`src/rtl/sgw_pkg.sv`:
```
package sgw_pkg;
   localparam int WORD_W   = 32;
   localparam int LEN_W    = 23;
   localparam int EOF_BIT  = 26;
   localparam int SOF_BIT  = 27;
   localparam int DONE_BIT = 31;
   localparam int STEP_W   = 5;

   typedef enum logic [2:0] {
      ST_IDLE,
      ST_FREQ,
      ST_FWAIT,
      ST_WREQ,
      ST_WWAIT,
      ST_EMIT,
      ST_WBACK,
      ST_ADV
   } sgw_state_e;

   // byte offset inside a descriptor of each fetch step:
   // status first, so a finished descriptor is detected before anything else
   function automatic logic [7:0] fetch_off(input logic [STEP_W-1:0] step);
      logic [7:0] r;
      case (step)
         5'd0:    r = 8'd28;
         5'd1:    r = 8'd24;
         5'd2:    r = 8'd0;
         5'd3:    r = 8'd8;
         default: r = 8'd32 + (({3'b000, step} - 8'd4) << 2);
      endcase
      return r;
   endfunction
endpackage

```
`src/rtl/sgw_byte_pick.sv`:
```
module sgw_byte_pick #(
   parameter int LANES = 4
) (
   input  logic [LANES*8-1:0]         word_i,
   input  logic [$clog2(LANES)-1:0]   sel_i,
   output logic [7:0]                 byte_o
);
   logic [7:0] lane [LANES];

   for (genvar g = 0; g < LANES; g++) begin : g_lane
      assign lane[g] = word_i[g*8 +: 8];
   end

   assign byte_o = lane[sel_i];
endmodule

```
`src/rtl/sgw_sideband.sv`:
```
module sgw_sideband #(
   parameter int WORDS = 6,
   parameter int W     = 32,
   localparam int IW   = (WORDS > 1) ? $clog2(WORDS) : 1
) (
   input  logic             clk,
   input  logic             rst_n,
   input  logic             we_i,
   input  logic [IW-1:0]    idx_i,
   input  logic [W-1:0]     d_i,
   output logic [WORDS*W-1:0] q_o
);
   for (genvar g = 0; g < WORDS; g++) begin : g_word
      logic [W-1:0] r;
      always_ff @(posedge clk or negedge rst_n) begin
         if (!rst_n)                               r <= '0;
         else if (we_i && (idx_i == IW'(g)))       r <= d_i;
      end
      assign q_o[g*W +: W] = r;
   end
endmodule

```
`src/rtl/sgw_tx_walker.sv`:
```
module sgw_tx_walker
   import sgw_pkg::*;
#(
   parameter int ADDR_W    = 32,
   parameter int APP_WORDS = 6
) (
   input  logic                        clk,
   input  logic                        rst_n,
   input  logic                        run_i,
   input  logic                        cur_load_i,
   input  logic [ADDR_W-1:0]           cur_desc_i,
   input  logic                        tail_load_i,
   input  logic [ADDR_W-1:0]           tail_desc_i,
   output logic                        idle_o,
   output logic [ADDR_W-1:0]           cur_desc_o,
   output logic                        frame_done_o,
   output logic                        mem_req_o,
   output logic                        mem_we_o,
   output logic [ADDR_W-1:0]           mem_addr_o,
   output logic [WORD_W-1:0]           mem_wdata_o,
   input  logic                        mem_ready_i,
   input  logic                        mem_rvalid_i,
   input  logic [WORD_W-1:0]           mem_rdata_i,
   output logic                        m_tvalid_o,
   input  logic                        m_tready_i,
   output logic [7:0]                  m_tdata_o,
   output logic                        m_tlast_o,
   output logic [APP_WORDS*WORD_W-1:0] m_tuser_o
);
   localparam int IW = (APP_WORDS > 1) ? $clog2(APP_WORDS) : 1;
   localparam logic [STEP_W-1:0] LAST_STEP = STEP_W'(3 + APP_WORDS);

   if (ADDR_W < 8 || ADDR_W > 32) begin : g_bad_addr
      $error("sgw_tx_walker: ADDR_W must lie in 8..32");
   end
   if (APP_WORDS < 1 || APP_WORDS > 8) begin : g_bad_app
      $error("sgw_tx_walker: APP_WORDS must lie in 1..8");
   end

   sgw_state_e          state;
   logic [STEP_W-1:0]   step;
   logic [ADDR_W-1:0]   cur, tail, nxt, bptr;
   logic [LEN_W-1:0]    len, rem;
   logic                sof, eof;
   logic [WORD_W-1:0]   word_q;
   logic                idle_r, done_r;

   logic                app_we;
   logic [IW-1:0]       app_idx;
   logic                beat_ok;
   logic                last_byte;
   sgw_state_e          data_state;

   assign beat_ok    = (state == ST_EMIT) && m_tready_i;
   assign last_byte  = (rem == LEN_W'(1));
   assign data_state = (len == '0) ? ST_WBACK : ST_WREQ;
   assign app_we     = (state == ST_FWAIT) && mem_rvalid_i && (step >= STEP_W'(4));
   assign app_idx    = IW'(step - STEP_W'(4));

   // memory request side
   always_comb begin
      mem_req_o   = 1'b0;
      mem_we_o    = 1'b0;
      mem_addr_o  = '0;
      mem_wdata_o = '0;
      case (state)
         ST_FREQ: begin
            mem_req_o  = 1'b1;
            mem_addr_o = cur + ADDR_W'(fetch_off(step));
         end
         ST_WREQ: begin
            mem_req_o  = 1'b1;
            mem_addr_o = {bptr[ADDR_W-1:2], 2'b00};
         end
         ST_WBACK: begin
            mem_req_o   = 1'b1;
            mem_we_o    = 1'b1;
            mem_addr_o  = cur + ADDR_W'(28);
            mem_wdata_o = {1'b1, {(WORD_W-LEN_W-1){1'b0}}, len};
         end
         default: ;
      endcase
   end

   always_ff @(posedge clk or negedge rst_n) begin
      if (!rst_n) begin
         state  <= ST_IDLE;
         step   <= '0;
         cur    <= '0;
         tail   <= '0;
         nxt    <= '0;
         bptr   <= '0;
         len    <= '0;
         rem    <= '0;
         sof    <= 1'b0;
         eof    <= 1'b0;
         word_q <= '0;
         idle_r <= 1'b1;
         done_r <= 1'b0;
      end else begin
         done_r <= 1'b0;
         if (tail_load_i) begin
            tail   <= tail_desc_i;
            idle_r <= 1'b0;
         end
         case (state)
            ST_IDLE: begin
               if (cur_load_i) cur <= cur_desc_i;
               if (run_i && !idle_r) begin
                  step  <= '0;
                  state <= ST_FREQ;
               end
            end
            ST_FREQ: if (mem_ready_i) state <= ST_FWAIT;
            ST_FWAIT: if (mem_rvalid_i) begin
               step  <= step + STEP_W'(1);
               state <= ST_FREQ;
               case (step)
                  5'd0: if (mem_rdata_i[DONE_BIT]) begin
                     idle_r <= 1'b1;
                     state  <= ST_IDLE;
                  end
                  5'd1: begin
                     len <= mem_rdata_i[LEN_W-1:0];
                     sof <= mem_rdata_i[SOF_BIT];
                     eof <= mem_rdata_i[EOF_BIT];
                  end
                  5'd2: nxt <= mem_rdata_i[ADDR_W-1:0];
                  5'd3: begin
                     bptr <= mem_rdata_i[ADDR_W-1:0];
                     rem  <= len;
                     if (!sof) state <= data_state;
                  end
                  default: if (step == LAST_STEP) state <= data_state;
               endcase
            end
            ST_WREQ: if (mem_ready_i) state <= ST_WWAIT;
            ST_WWAIT: if (mem_rvalid_i) begin
               word_q <= mem_rdata_i;
               state  <= ST_EMIT;
            end
            ST_EMIT: if (beat_ok) begin
               bptr <= bptr + ADDR_W'(1);
               rem  <= rem - LEN_W'(1);
               if (last_byte)               state <= ST_WBACK;
               else if (bptr[1:0] == 2'b11) state <= ST_WREQ;
            end
            ST_WBACK: if (mem_ready_i) begin
               done_r <= eof;
               state  <= ST_ADV;
            end
            ST_ADV: begin
               cur <= nxt;
               if (cur == tail) idle_r <= 1'b1;
               state <= ST_IDLE;
            end
            default: state <= ST_IDLE;
         endcase
      end
   end

   sgw_byte_pick #(.LANES(WORD_W/8)) u_pick (
      .word_i (word_q),
      .sel_i  (bptr[1:0]),
      .byte_o (m_tdata_o)
   );

   sgw_sideband #(.WORDS(APP_WORDS), .W(WORD_W)) u_sb (
      .clk   (clk),
      .rst_n (rst_n),
      .we_i  (app_we),
      .idx_i (app_idx),
      .d_i   (mem_rdata_i),
      .q_o   (m_tuser_o)
   );

   assign m_tvalid_o   = (state == ST_EMIT);
   assign m_tlast_o    = (state == ST_EMIT) && eof && last_byte;
   assign idle_o       = idle_r;
   assign cur_desc_o   = cur;
   assign frame_done_o = done_r;
endmodule

```
`config.mk`:
```
export PLATFORM = sky130hd
export DESIGN_NAME = sgw_tx_walker
export DESIGN_NICKNAME = d
export VERILOG_FILES = /design/src/rtl/sgw_pkg.sv /design/src/rtl/sgw_byte_pick.sv /design/src/rtl/sgw_sideband.sv /design/src/rtl/sgw_tx_walker.sv
export SDC_FILE = /design/constraint.sdc
export NUM_CORES = 1
export LEC_CHECK = 0
export ABC_AREA = 0
export BUFFER_PORTS_ARGS = -buffer_cell sky130_fd_sc_hd__buf_2
export CORE_MARGIN = 2
export CORE_UTILIZATION = 45
export DETAILED_ROUTE_END_ITERATION = 7
export MAX_ROUTING_LAYER = met4
export PLACE_DENSITY = 0.67
export SLEW_MARGIN = 10
export SYNTH_ARGS = -nofsm -noshare
export SYNTH_HDL_FRONTEND = slang
export SYNTH_SLANG_ARGS = --single-unit
```
`constraint.sdc`:
```
create_clock -name clk -period 5.5 [get_ports clk]
set_clock_uncertainty 0.15 [all_clocks]
set_input_delay 0.825 -clock clk [delete_from_list [all_inputs] [get_ports clk]]
set_output_delay 0.825 -clock clk [all_outputs]
set_load 0.01 [all_outputs]
```
==> impl_metrics.yaml <==
outcome:
  status: "complete, no violations"
power_and_ir_drop:
  p_leak_nw: 11.5
  switchingPower_mw: 4.28
  power_density_mw_per_mm2: 489
  pwr-share-comb: 0.318
  power.total_mw: 11.4
  p_seq_frac: 0.408
  sw_frac_of_total: 0.376
  peakVddDrop_v: 0.000234
  clkPwrFrac: 0.274
  p_int_mw: 7.12
cts:
  insertion_delay_ps: 580
  htreeDepth: 2
  path_clk_slew_ps: 60
  cts_tree: "built"
  clk_path_buf_depth: 3
  numCtsBuffers: 45
  cts.sinks: 410
  cts-root-buf: "clkbuf_16"
  cts_hold_buffers: 0
  postCtsSetupBuffers: 0
die:
  fp.dieW_um: 212
  dieArea_mm2: 0.0449
  die_y_um: 212
  rows: 76
  start_util: 0.454
  core_area_mm2: 0.0429
  ios: 406
cells_and_area:
  fin_area_mm2: 0.0233
  post-route-util: 0.543
  nets: 2115
  drive_gt1_frac: 0.413
  areaGrowthSynthToFinish_pct: 19.7
  stdcell_count: 2612
drt:
  antenna_left: 0
  drcViolationCount: 0
  route.met2.wl_um: 29800
  dr.pass1.iters: 6
  route.detailed.wl_per_inst_um: 24.2
  wl_um: 63200
  num_vias: 15200
  wl_met3_um: 4650
  vias_per_cell: 5.80
  drt_iter0_markers: 1393
  wl_met1_um: 26900
  maxUsedRoutingLayer: "met4"
setup_path:
  regToRegEndpoint: "bptr[12]"
  critPathLaunchType: "register"
  cp-endpoint: "mem_addr_o[24]"
  rr_startpoint: "state[1]"
  crit_required_ps: 4530
  cp.arrival_ps: 4260
  cp-end-kind: "primary output"
  reg2reg_setup_slack_ps: 1820
  crit_type: "register to primary output"
  worstPathCellList: "inv_1, ha_1, or3_1, o21ai_1, a221o_1, ha_1, fa_1, a211oi_1, o21ai_2, nand2_2, or4_1, nand3_1, buf_2"
  cp_max_fo: 9
  cpPeakStageDelay_ps: 510
  crit_slowest_cell: "or4_1"
  crit_start: "step[0]"
  cpMostUsedCell: "ha_1"
  rr_worst_depth: 8
timing:
  timing.final.crit_share: 0.952
  slew_headroom: 0.241
  tns_ps: 0
  finalHoldViolations: 0
  setup_ws_ps: 263
  worst_pin_slew_ps: 1140
  rsz0062_at_grt: "no"
  slew_violations: 0
  worst_hold_slack_ps: 72.8
  setup_violations: 0
  layout_min_cycle_time_ps: 5240
  fmaxAchievable_mhz: 191
yosys:
  yosysTopAreaCell: "dfrtp_1"
  synthTopCellsByArea: "dfrtp_1, mux2_2, nor2_1"
  synth.avg_cell_area_um2: 11.7
  synth_top_area_share: 0.526
  async_flop_share: 1.00
  yosysWarnings: 0
  synth_cell_type_count: 83
  synth_area_mm2: 0.0195
  synth-edff-count: 0
  yosysMostFrequentCell: "dfrtp_1"
  synth_commonest_cells: "dfrtp_1, mux2_2, nor2_1"
  seq_area_frac_synth: 0.527
  synth-main-ff-cell: "dfrtp_1"
  ys_seq_elements: 410
  syn_inst: 1657
global_route:
  antenna_found_initial: 9
  grt_pass1_vias: 15000
  overflow: 0
  grt_usage: 0.289
  grt_max_degree: 132
  grt_pass1_wl_um: 93900
placed_design:
  post-place-ws_ps: 487
  place_area_mm2: 0.0218
  placed_cells: 2526
  dpl.hpwl_um: 43400
  finalWeightedCongestion: 0.951
  io_buffer_count: 397
hold_path:
  hp-class: "primary input to async pin"
flow_run:
  maxCapViolations: 0
==> routing by layer <==
layer | vias up | GRT usage
met5 | - | -
met4 | 0 | 0.0906
met3 | 126 | 0.0553
met2 | 633 | 0.452
met1 | 7723 | 0.381
li1 | 6679 | -
==> cell type report <==
type	instances	area [um2]
fill	3786	19600
clock buffer	68	1320
multi-input combinational	1095	8540
inverter	23	86.3
clock inverter	14	204
sequential	410	10300
tap	585	732
timing repair buffer	413	2140
antenna	4	10.0
==> power by group through the flow <==
stage          Clock (mW)  Sequential [mW]  Combinational, mW
6_report             3.12             4.65               3.63
3_3_place_gp            0             4.65               3.51
5_1_grt              3.29             4.73               3.99
2_1_floorplan           0             4.31               2.48
4_1_cts              3.18             4.63               3.61
3_5_place_dp            0             4.68               3.58
==> registers in the layout (all words and copies together), names as in the netlist <==
| name | count |
|---|---|
| sof | 1 |
| cur_desc_o | 32 |
| bptr | 32 |
| len | 23 |
| word_q | 32 |
| step | 5 |
| idle_o | 1 |
| frame_done_o | 1 |
| state | 3 |
| rem | 23 |
| u_sb.g_word.r | 192 |
| tail | 32 |
| nxt | 32 |
| eof | 1 |
==> timing repair <==
| item | in CTS | in global routing |
|---|---|---|
| pin swaps | 0 | 0 |
| endpoints found under the setup margin | 4 | 5 |
| resized for setup | 1 | 2 |
| hold endpoints to repair | 0 | 0 |
==> worst min-delay path by stage <==
stage	slack, ps	endpoint	start	cells after the start
after detailed placement	330	u_sb.g_word[5].r[11]	u_sb.g_word[5].r[11]	1
after global placement	320	u_sb.g_word[5].r[11]	u_sb.g_word[5].r[11]	1
final	70	u_sb.g_word[1].r[6]	rst_n	1
after floorplan	320	rem[16]	rem[16]	1
after CTS	90	u_sb.g_word[1].r[6]	rst_n	1
after global routing	120	u_sb.g_word[1].r[6]	rst_n	1
==> layout by cell type, fill, tap and decap left out, types with 22 or more instances in the layout <==
master and count:
nor2_1 111, inv_1 22, nand4_1 25, a21oi_1 59, mux2_2 313, nand2_1 76
o21ai_0 43, nand3_1 63, dfrtp_1 409, and2_1 30, ha_1 22, o22ai_1 42
clkbuf_16 45, xnor2_1 30, buf_2 396
==> logic make-up after synthesis <==
family | after synthesis | share of synthesized area
buffers and inverters | 159 | 0.0379
AOI/OAI and AO/OA | 270 | 0.0938
adders and majority gates | 23 | 0.0152
other | 1 | 0.000193
and+or+nand+nor | 421 | 0.111
xor gates and xnor gates | 47 | 0.0212
muxes | 326 | 0.193
DFF | 410 | 0.527
==> worst max-delay path, delay by kind of cell, from the launching register on <==
| kind | cells | cell delay (ps) |
|---|---|---|
| flip-flops | 1 | 460 |
| adder cells (fa/ha/maj) | 3 | 750 |
| AO/OA/AOI/OAI | 4 | 910 |
| AND/OR/NAND/NOR | 4 | 1290 |
| buffers and inverters | 2 | 250 |
No activity file was read; power rests on OpenSTA's default activity.
